<file path="src/rtl/i2cm_csr_pkg.sv">
package i2cm_csr_pkg;
  localparam int REG_W = 32;
  localparam int EVT_W = 10;

  localparam int OFF_CTRL  = 'h00;
  localparam int OFF_STAT  = 'h04;
  localparam int OFF_TADR  = 'h08;
  localparam int OFF_DATA  = 'h0C;
  localparam int OFF_IST   = 'h10;
  localparam int OFF_XLEN  = 'h14;
  localparam int OFF_PAUSE = 'h18;
  localparam int OFF_TOUT  = 'h1C;
  localparam int OFF_MASK  = 'h20;
  localparam int OFF_UNMSK = 'h24;
  localparam int OFF_MSKON = 'h28;

  // event positions (bit 8 unused)
  localparam logic [EVT_W-1:0] EVT_IMPL = 10'h2FF;

  localparam int ST_RXV = 5;
  localparam int ST_TXV = 6;
  localparam int ST_RXO = 7;
  localparam int ST_BA  = 8;

  localparam int CT_FLAGS_W = 6;
  localparam int CT_CLRF    = 6;
  localparam int CT_DIVB_LO = 8;
  localparam int DIVB_W     = 6;
  localparam int CT_DIVA_LO = 14;
  localparam int DIVA_W     = 2;

  // sticky update: clear first, then events land on top
  function automatic logic [EVT_W-1:0] ist_next(input logic [EVT_W-1:0] cur,
                                                input logic [EVT_W-1:0] clr,
                                                input logic [EVT_W-1:0] evt);
    return ((cur & ~clr) | evt) & EVT_IMPL;
  endfunction

  function automatic logic [EVT_W-1:0] mask_next(input logic [EVT_W-1:0] cur,
                                                 input logic [EVT_W-1:0] unm,
                                                 input logic [EVT_W-1:0] mon);
    return ((cur & ~unm) | mon) & EVT_IMPL;
  endfunction
endpackage

</file>
<file path="src/rtl/i2cm_ctrl_regs.sv">
module i2cm_ctrl_regs
  import i2cm_csr_pkg::*;
#(
  parameter int TADDR_W = 10,
  parameter int TOUT_W  = 8,
  parameter int PAUSE_W = 4
) (
  input  logic                  clk,
  input  logic                  rst_n,
  input  logic                  wr_ctrl,
  input  logic                  wr_tadr,
  input  logic                  wr_tout,
  input  logic                  wr_pause,
  input  logic [REG_W-1:0]      wdata,
  output logic [CT_FLAGS_W-1:0] flags,
  output logic [DIVA_W-1:0]     div_a,
  output logic [DIVB_W-1:0]     div_b,
  output logic                  flush,
  output logic [TADDR_W-1:0]    tgt_addr,
  output logic [TOUT_W-1:0]     tout,
  output logic [PAUSE_W-1:0]    pause
);
  logic flush_req;
  assign flush_req = wr_ctrl & wdata[CT_CLRF];

  always_ff @(posedge clk or negedge rst_n) begin
    if (!rst_n) begin
      flags    <= '0;
      div_a    <= '0;
      div_b    <= '0;
      flush    <= 1'b0;
      tgt_addr <= '0;
      tout     <= '0;
      pause    <= '0;
    end else begin
      flush <= flush_req;
      if (wr_ctrl) begin
        flags <= wdata[CT_FLAGS_W-1:0];
        div_b <= wdata[CT_DIVB_LO +: DIVB_W];
        div_a <= wdata[CT_DIVA_LO +: DIVA_W];
      end
      if (wr_tadr)  tgt_addr <= wdata[TADDR_W-1:0];
      if (wr_tout)  tout     <= wdata[TOUT_W-1:0];
      if (wr_pause) pause    <= wdata[PAUSE_W-1:0];
    end
  end
endmodule

</file>
<file path="src/rtl/i2cm_irq_unit.sv">
module i2cm_irq_unit
  import i2cm_csr_pkg::*;
(
  input  logic             clk,
  input  logic             rst_n,
  input  logic [EVT_W-1:0] clr_vec,
  input  logic [EVT_W-1:0] unm_vec,
  input  logic [EVT_W-1:0] mon_vec,
  input  logic [EVT_W-1:0] evt,
  output logic [EVT_W-1:0] ist_q,
  output logic [EVT_W-1:0] imask_q,
  output logic             irq
);
  logic [EVT_W-1:0] live;

  always_ff @(posedge clk or negedge rst_n) begin
    if (!rst_n) begin
      ist_q   <= '0;
      imask_q <= EVT_IMPL;
    end else begin
      ist_q   <= ist_next(ist_q, clr_vec, evt);
      imask_q <= mask_next(imask_q, unm_vec, mon_vec);
    end
  end

  assign live = ist_q & ~imask_q;
  assign irq  = |live;
endmodule

</file>
<file path="src/rtl/i2cm_csr.sv">
module i2cm_csr
  import i2cm_csr_pkg::*;
#(
  parameter int ADDR_W  = 8,
  parameter int TADDR_W = 10,
  parameter int XS_W    = 8,
  parameter int BYTE_W  = 8,
  parameter int TOUT_W  = 8,
  parameter int PAUSE_W = 4
) (
  input  logic               clk,
  input  logic               rst_n,
  input  logic               bus_wr_en,
  input  logic               bus_rd_en,
  input  logic [ADDR_W-1:0]  bus_addr,
  input  logic [31:0]        bus_wdata,
  output logic [31:0]        bus_rdata,
  input  logic [9:0]         evt_pulse,
  input  logic               eng_rx_valid,
  input  logic               eng_tx_valid,
  input  logic               eng_rx_ovf,
  input  logic               eng_busy,
  input  logic [XS_W-1:0]    eng_xfer_left,
  input  logic [BYTE_W-1:0]  fifo_rd_data,
  output logic               fifo_push,
  output logic [BYTE_W-1:0]  fifo_push_data,
  output logic               fifo_pop,
  output logic               fifo_flush,
  output logic               xfer_len_wr,
  output logic [XS_W-1:0]    xfer_len,
  output logic               ctl_read,
  output logic               ctl_master,
  output logic               ctl_addr7,
  output logic               ctl_ack_en,
  output logic               ctl_hold,
  output logic               ctl_slv_mon,
  output logic [1:0]         ctl_div_a,
  output logic [5:0]         ctl_div_b,
  output logic [TADDR_W-1:0] tgt_addr,
  output logic [TOUT_W-1:0]  tout_cycles,
  output logic [PAUSE_W-1:0] mon_pause,
  output logic               irq
);
  localparam int NREG = 11;

  logic [ADDR_W-1:0] word_a;
  logic [NREG-1:0]   hit;
  logic              unused_bits;

  assign word_a = {bus_addr[ADDR_W-1:2], 2'b00};

  localparam int OFFS [NREG] = '{OFF_CTRL, OFF_STAT, OFF_TADR, OFF_DATA, OFF_IST,
                                 OFF_XLEN, OFF_PAUSE, OFF_TOUT, OFF_MASK,
                                 OFF_UNMSK, OFF_MSKON};
  for (genvar g = 0; g < NREG; g++) begin : g_dec
    assign hit[g] = (word_a == ADDR_W'(OFFS[g]));
  end

  logic wr_ctrl, wr_tadr, wr_data, wr_ist, wr_xlen, wr_pause, wr_tout, wr_unm, wr_mon;
  assign wr_ctrl  = bus_wr_en & hit[0];
  assign wr_tadr  = bus_wr_en & hit[2];
  assign wr_data  = bus_wr_en & hit[3];
  assign wr_ist   = bus_wr_en & hit[4];
  assign wr_xlen  = bus_wr_en & hit[5];
  assign wr_pause = bus_wr_en & hit[6];
  assign wr_tout  = bus_wr_en & hit[7];
  assign wr_unm   = bus_wr_en & hit[9];
  assign wr_mon   = bus_wr_en & hit[10];

  assign unused_bits = ^{bus_addr[1:0], bus_wdata[31:16]};

  logic [CT_FLAGS_W-1:0] flags;
  logic [EVT_W-1:0]      ist_q, imask_q;
  logic [EVT_W-1:0]      clr_vec, unm_vec, mon_vec;

  assign clr_vec = wr_ist ? bus_wdata[EVT_W-1:0] : '0;
  assign unm_vec = wr_unm ? bus_wdata[EVT_W-1:0] : '0;
  assign mon_vec = wr_mon ? bus_wdata[EVT_W-1:0] : '0;

  i2cm_ctrl_regs #(.TADDR_W(TADDR_W), .TOUT_W(TOUT_W), .PAUSE_W(PAUSE_W)) u_ctrl (
    .clk      (clk),
    .rst_n    (rst_n),
    .wr_ctrl  (wr_ctrl),
    .wr_tadr  (wr_tadr),
    .wr_tout  (wr_tout),
    .wr_pause (wr_pause),
    .wdata    (bus_wdata),
    .flags    (flags),
    .div_a    (ctl_div_a),
    .div_b    (ctl_div_b),
    .flush    (fifo_flush),
    .tgt_addr (tgt_addr),
    .tout     (tout_cycles),
    .pause    (mon_pause)
  );

  i2cm_irq_unit u_irq (
    .clk     (clk),
    .rst_n   (rst_n),
    .clr_vec (clr_vec),
    .unm_vec (unm_vec),
    .mon_vec (mon_vec),
    .evt     (evt_pulse),
    .ist_q   (ist_q),
    .imask_q (imask_q),
    .irq     (irq)
  );

  assign {ctl_slv_mon, ctl_hold, ctl_ack_en, ctl_addr7, ctl_master, ctl_read} = flags;

  assign fifo_push      = wr_data;
  assign fifo_push_data = bus_wdata[BYTE_W-1:0];
  assign fifo_pop       = bus_rd_en & hit[3];
  assign xfer_len_wr    = wr_xlen;
  assign xfer_len       = bus_wdata[XS_W-1:0];

  always_comb begin
    bus_rdata = '0;
    unique case (1'b1)
      hit[0]: begin
        bus_rdata[CT_FLAGS_W-1:0]          = flags;
        bus_rdata[CT_CLRF]                 = fifo_flush;
        bus_rdata[CT_DIVB_LO +: DIVB_W]    = ctl_div_b;
        bus_rdata[CT_DIVA_LO +: DIVA_W]    = ctl_div_a;
      end
      hit[1]: begin
        bus_rdata[ST_RXV] = eng_rx_valid;
        bus_rdata[ST_TXV] = eng_tx_valid;
        bus_rdata[ST_RXO] = eng_rx_ovf;
        bus_rdata[ST_BA]  = eng_busy;
      end
      hit[2]:  bus_rdata[TADDR_W-1:0] = tgt_addr;
      hit[3]:  bus_rdata[BYTE_W-1:0]  = fifo_rd_data;
      hit[4]:  bus_rdata[EVT_W-1:0]   = ist_q;
      hit[5]:  bus_rdata[XS_W-1:0]    = eng_xfer_left;
      hit[6]:  bus_rdata[PAUSE_W-1:0] = mon_pause;
      hit[7]:  bus_rdata[TOUT_W-1:0]  = tout_cycles;
      hit[8]:  bus_rdata[EVT_W-1:0]   = imask_q;
      default: bus_rdata = '0;
    endcase
  end
endmodule

</file>
<file path="config.mk">
export PLATFORM = sky130hd
export DESIGN_NAME = i2cm_csr
export DESIGN_NICKNAME = d
export VERILOG_FILES = /design/src/rtl/i2cm_csr_pkg.sv /design/src/rtl/i2cm_ctrl_regs.sv /design/src/rtl/i2cm_irq_unit.sv /design/src/rtl/i2cm_csr.sv
export SDC_FILE = /design/constraint.sdc
export NUM_CORES = 1
export LEC_CHECK = 0
export BUFFER_PORTS_ARGS = -buffer_cell sky130_fd_sc_hd__buf_4
export CAP_MARGIN = 20
export CORE_MARGIN = 8
export CORE_UTILIZATION = 49
export CTS_CLUSTER_DIAMETER = 60
export CTS_CLUSTER_SIZE = 30
export DETAILED_ROUTE_END_ITERATION = 10
export PLACE_DENSITY = 0.86
export SLEW_MARGIN = 25
export SYNTH_ARGS = -nofsm -noshare
export SYNTH_HDL_FRONTEND = slang
export SYNTH_SLANG_ARGS = --single-unit
</file>
<file path="constraint.sdc">
create_clock -name clk -period 2.05 [get_ports clk]
set_input_delay 0.1025 -clock clk [delete_from_list [all_inputs] [get_ports clk]]
set_output_delay 0.1025 -clock clk [all_outputs]
set_load 0.005 [all_outputs]
</file>
==> results.md <==
Critical path:
- Walking the worst path, the cells encountered are mux2_2, a221oi_1, a31oi_1, a221o_1, buf_4.
- The peak per-stage delay on the critical path is 430 ps.
- The critical path is of the reg -> out type.
- The worst path required time is 1950 ps.
- The register-to-register path setup slack is 1220 ps.
- The launching element of the worst setup path is u_irq.ist_q[6].
- The total buffers and inverters traversed by the critical path is 1.
- STA classifies the critical path startpoint as a flip-flop.
- The critical path's top delay family is compound AO/OA/AOI/OAI gates.
- The capturing element type of the critical path is an output pin.
- In this run the worst path has a maximum fanout of 3.
- The launch instance of the worst register-to-register path is u_ctrl.div_b[1].
- The slowest stage of the critical path is the sky130_fd_sc_hd__dfrtp_1 cell.
- The signal arrival time at the worst endpoint is 1800 ps.

STA:
- Setup repair after global routing left no endpoint under its margin.
- The highest attainable clock frequency is 526 MHz.
- In the finished design, the share of the clock period the worst path needs comes to 0.927.
- The setup TNS is 0 ps.
- Hold is met by 12.6 ps.
- The final setup violation count is 0.
- The post-layout minimum cycle time is 1900 ps.
- The slew at the pin with the worst max-slew slack is 708 ps.
- The worst-case clock skew is 0 ps.
- The number of hold violations in the final report was 0.
- The number of pins with negative max-slew slack in the final report is 0.
- Measured against its own limit, the worst slew margin works out to 0.528.
- Once routing completed, OpenROAD measured the worst setup slack at 149 ps.

Global route:
- The met1 usage is 0.254.
- The largest net degree at the start of global routing is 56.
- The remaining global-route overflow is 0.
- The number of global-route vias before repair is 2844.
- In the global route stage, met2 resource usage came out at 0.363.
- The met3 layer usage reported by global route is 0.0788.
- The initial antenna violation count was 0.
- The global-route wire length before repair is 15.3 mm.
- The overall fraction of global-route tracks in use is 0.217.
- The busiest layer in global routing is met2.

Synth:
- The proportion of synthesized chip area in sequential cells is 0.439.
- The number of synthesized flops with an enable pin is 0.
- The mean area per synthesized cell is 11.2 um2.
- The dominant synthesized flop cell is sky130_fd_sc_hd__dfrtp_1.
- The gate count of the mapped netlist is 283.
- The number of distinct standard cells referenced by the synthesized netlist is 42.
- The count of synthesis-stage warnings from yosys is 0.
- The mapped netlist covers 0.00316 mm2.
- The flip-flop and latch count after synthesis is 55.
- The fraction of registers with async set or reset after synthesis is 1.00.

Route:
- The DRC marker count from the first detailed-route iteration is 231.
- The number of nets still failing antenna checks after routing is 0.
- In the routed layout, each cell is associated on average with a via count of 5.58.
- After detailed routing, the average wire length per cell comes to 20.6 um.
- The first detailed-routing pass ran for 4 iterations.
- After detailed routing, the number of remaining DRC violations is 0.
- The total wirelength of the detailed-routed design is 10.0 mm.
- The count of vias placed by the detailed router is 2718.

Floorplan:
- The effective utilization at floorplan is 0.501.
- The total I/O pin count is 163.
- Row generation in the floorplan step produced 29 rows.
- Measured along the y axis, the die boundary spans 96.3 um.
- The die area is 0.00928 mm2.
- The region available for standard cell placement spans 0.00631 mm2.
- The die outline width is 96.3 um.

Worst hold path:
- The min-delay analysis places its worst path in the category in -> reg.
- The source of the worst hold timing path is bus_wdata[11].

Clock tree:
- The H-tree level count is 2.
- The CTS tree is done.
- The cell sitting at the root of the clock tree is a sky130_fd_sc_hd__clkbuf_8.
- The tree built by TritonCTS fans out to 55 sinks.
- After clock tree synthesis, the clock-pin slew on the worst setup and hold paths is 100 ps.
- The number of setup buffers added after CTS is 0.
- The clock passes through at most 2 buffers.
- The insertion delay to the later sink of the worst-skew pair is 310 ps.
- The total CTS buffers is 5.

Cells and area:
- The post-route cell area is 0.00423 mm2.
- The net count of the finished layout is 483.
- Of the cells placed in the final design, the portion with a size suffix greater than 1 is 0.510.
- The count of antenna diodes in the layout is 0.
- The count of cells in the finished layout, fillers not included, comes to 487.
- The number of filler cells placed in the layout is 485.
- Relative to the synthesized area, the layout overhead comes to 33.7%.

Run status:
- The run finished with clean final reports.

Placement:
- Once detailed placement completed, the half-perimeter wirelength came to 7.26 mm.
- Before CTS, the worst setup slack after placement is 214 ps.
- The cell total after placement is 469.
- The number of buffers inserted by port buffering is 127.
- The congestion estimate from routability-driven global placement came to 0.819.
- The placed instances occupy a cell area of 0.00405 mm2.

Power and ir drop:
- The cell leakage power is 2.09 nW.
- The maximum ir drop on the vdd rail is 386 uV.
- The cell area power density is 599 mW/mm2.

Flow run:
- The number of max-capacitance violations reported is 0.
-- power by group --
group | switching, W | internal (W)
Combinational | 0.000242 | 0.000379
Sequential | 0.0000974 | 0.00122
Clock | 0.000354 | 0.000241
-- kinds of logic after synthesis --
group / Yosys count / synth area share
DFF: 55 / 0.439
other: 1 / 0.00119
AOI/OAI and AO/OA: 41 / 0.0977
and+or+nand+nor: 79 / 0.138
buffers and inverters: 54 / 0.108
muxes: 53 / 0.217
-- per-layer routing --
layer	part of all wire	vias to the layer above
met5	0	-
met4	0.019	0
met3	0.11	18
met2	0.50	140
met1	0.37	1338
li1	-	1222
-- worst paths after layout --
kind	end	cells after the start
worst min register to register	u_irq.ist_q[0]	1
max in group asynchronous	u_ctrl.tgt_addr[5]	2
min in group asynchronous	u_ctrl.tout[1]	2
worst max register to register	u_ctrl.div_b[1]	1
worst min-delay path	u_ctrl.div_b[3]	2
worst max-delay path	bus_rdata[6]	5
-- cell usage in the layout, fill, tap and decap left out, types with 6 or more instances in the layout --
master	instances
sky130_fd_sc_hd__inv_1	10
sky130_fd_sc_hd__and3_1	9
sky130_fd_sc_hd__o21ai_0	6
sky130_fd_sc_hd__dfstp_2	9
sky130_fd_sc_hd__buf_4	138
sky130_fd_sc_hd__a22o_1	9
sky130_fd_sc_hd__conb_1	16
sky130_fd_sc_hd__a22oi_1	7
sky130_fd_sc_hd__dlygate4sd3_1	10
sky130_fd_sc_hd__nand2_1	37
sky130_fd_sc_hd__mux2_4	10
sky130_fd_sc_hd__mux2_2	34
sky130_fd_sc_hd__dfrtp_1	46
sky130_fd_sc_hd__a21o_1	9
sky130_fd_sc_hd__nand3_1	10
-- registers in the layout, indices dropped and copies added, names as in the netlist, 2 cells and up --
signal and cells:
u_ctrl.tgt_addr 10, u_irq.imask_q 9, u_irq.ist_q 9, u_ctrl.tout 8, u_ctrl.div_b 6, u_ctrl.flags 6, u_ctrl.pause 4, u_ctrl.div_a 2
-- layout make-up --
class                           instances  area [um2]  share of cell area
Clock buffer                            7        76.3              0.0180
Clock inverter                          1        5.00             0.00118
Inverter                               10        37.5             0.00888
Multi-Input combinational cell        189        1490               0.352
Sequential cell                        55        1390               0.328
Tap cell                               77        96.3              0.0228
Timing Repair Buffer                  148        1140               0.269
-- stage by stage --
stage,utilization,total power (W)
CTS,0.670,0.00255
detailed placement,0.641,0.00194
global placement,0.641,0.00191
floorplan,-,0.00161
finish,0.670,0.00254
global route,0.670,0.00265
-- synthesized netlist by cell type, types with 2 or more instances --
master	n	area (um2)
sky130_fd_sc_hd__mux4_2	5	113
sky130_fd_sc_hd__mux2_4	10	150
sky130_fd_sc_hd__dfrtp_1	46	1150
sky130_fd_sc_hd__nand2_1	37	139
sky130_fd_sc_hd__and2_1	2	12.5
sky130_fd_sc_hd__and3_1	9	56.3
sky130_fd_sc_hd__mux2_2	34	383
sky130_fd_sc_hd__nor2_1	2	7.51
sky130_fd_sc_hd__nor3b_1	2	15.0
sky130_fd_sc_hd__nor3_1	2	10.0
sky130_fd_sc_hd__buf_4	32	240
sky130_fd_sc_hd__a22oi_1	7	52.6
sky130_fd_sc_hd__mux2i_1	4	40.0
sky130_fd_sc_hd__nor3_4	2	32.5
sky130_fd_sc_hd__clkbuf_1	7	26.3
sky130_fd_sc_hd__nand3b_1	5	37.5
sky130_fd_sc_hd__a21o_1	9	67.6
sky130_fd_sc_hd__buf_2	3	15.0
sky130_fd_sc_hd__o21ai_0	6	30.0
sky130_fd_sc_hd__buf_6	2	22.5
sky130_fd_sc_hd__dfstp_2	9	236
sky130_fd_sc_hd__a221oi_1	2	17.5
sky130_fd_sc_hd__nand3_1	10	50.1
sky130_fd_sc_hd__inv_1	10	37.5
sky130_fd_sc_hd__a22o_1	9	78.8
-- what timing repair did --
action / in CTS / in global routing
hold buffers: 10 / 0
hold endpoints to repair: 55 / 0
resized for setup: 0 / 0
Power figures use the tool's default switching activity.
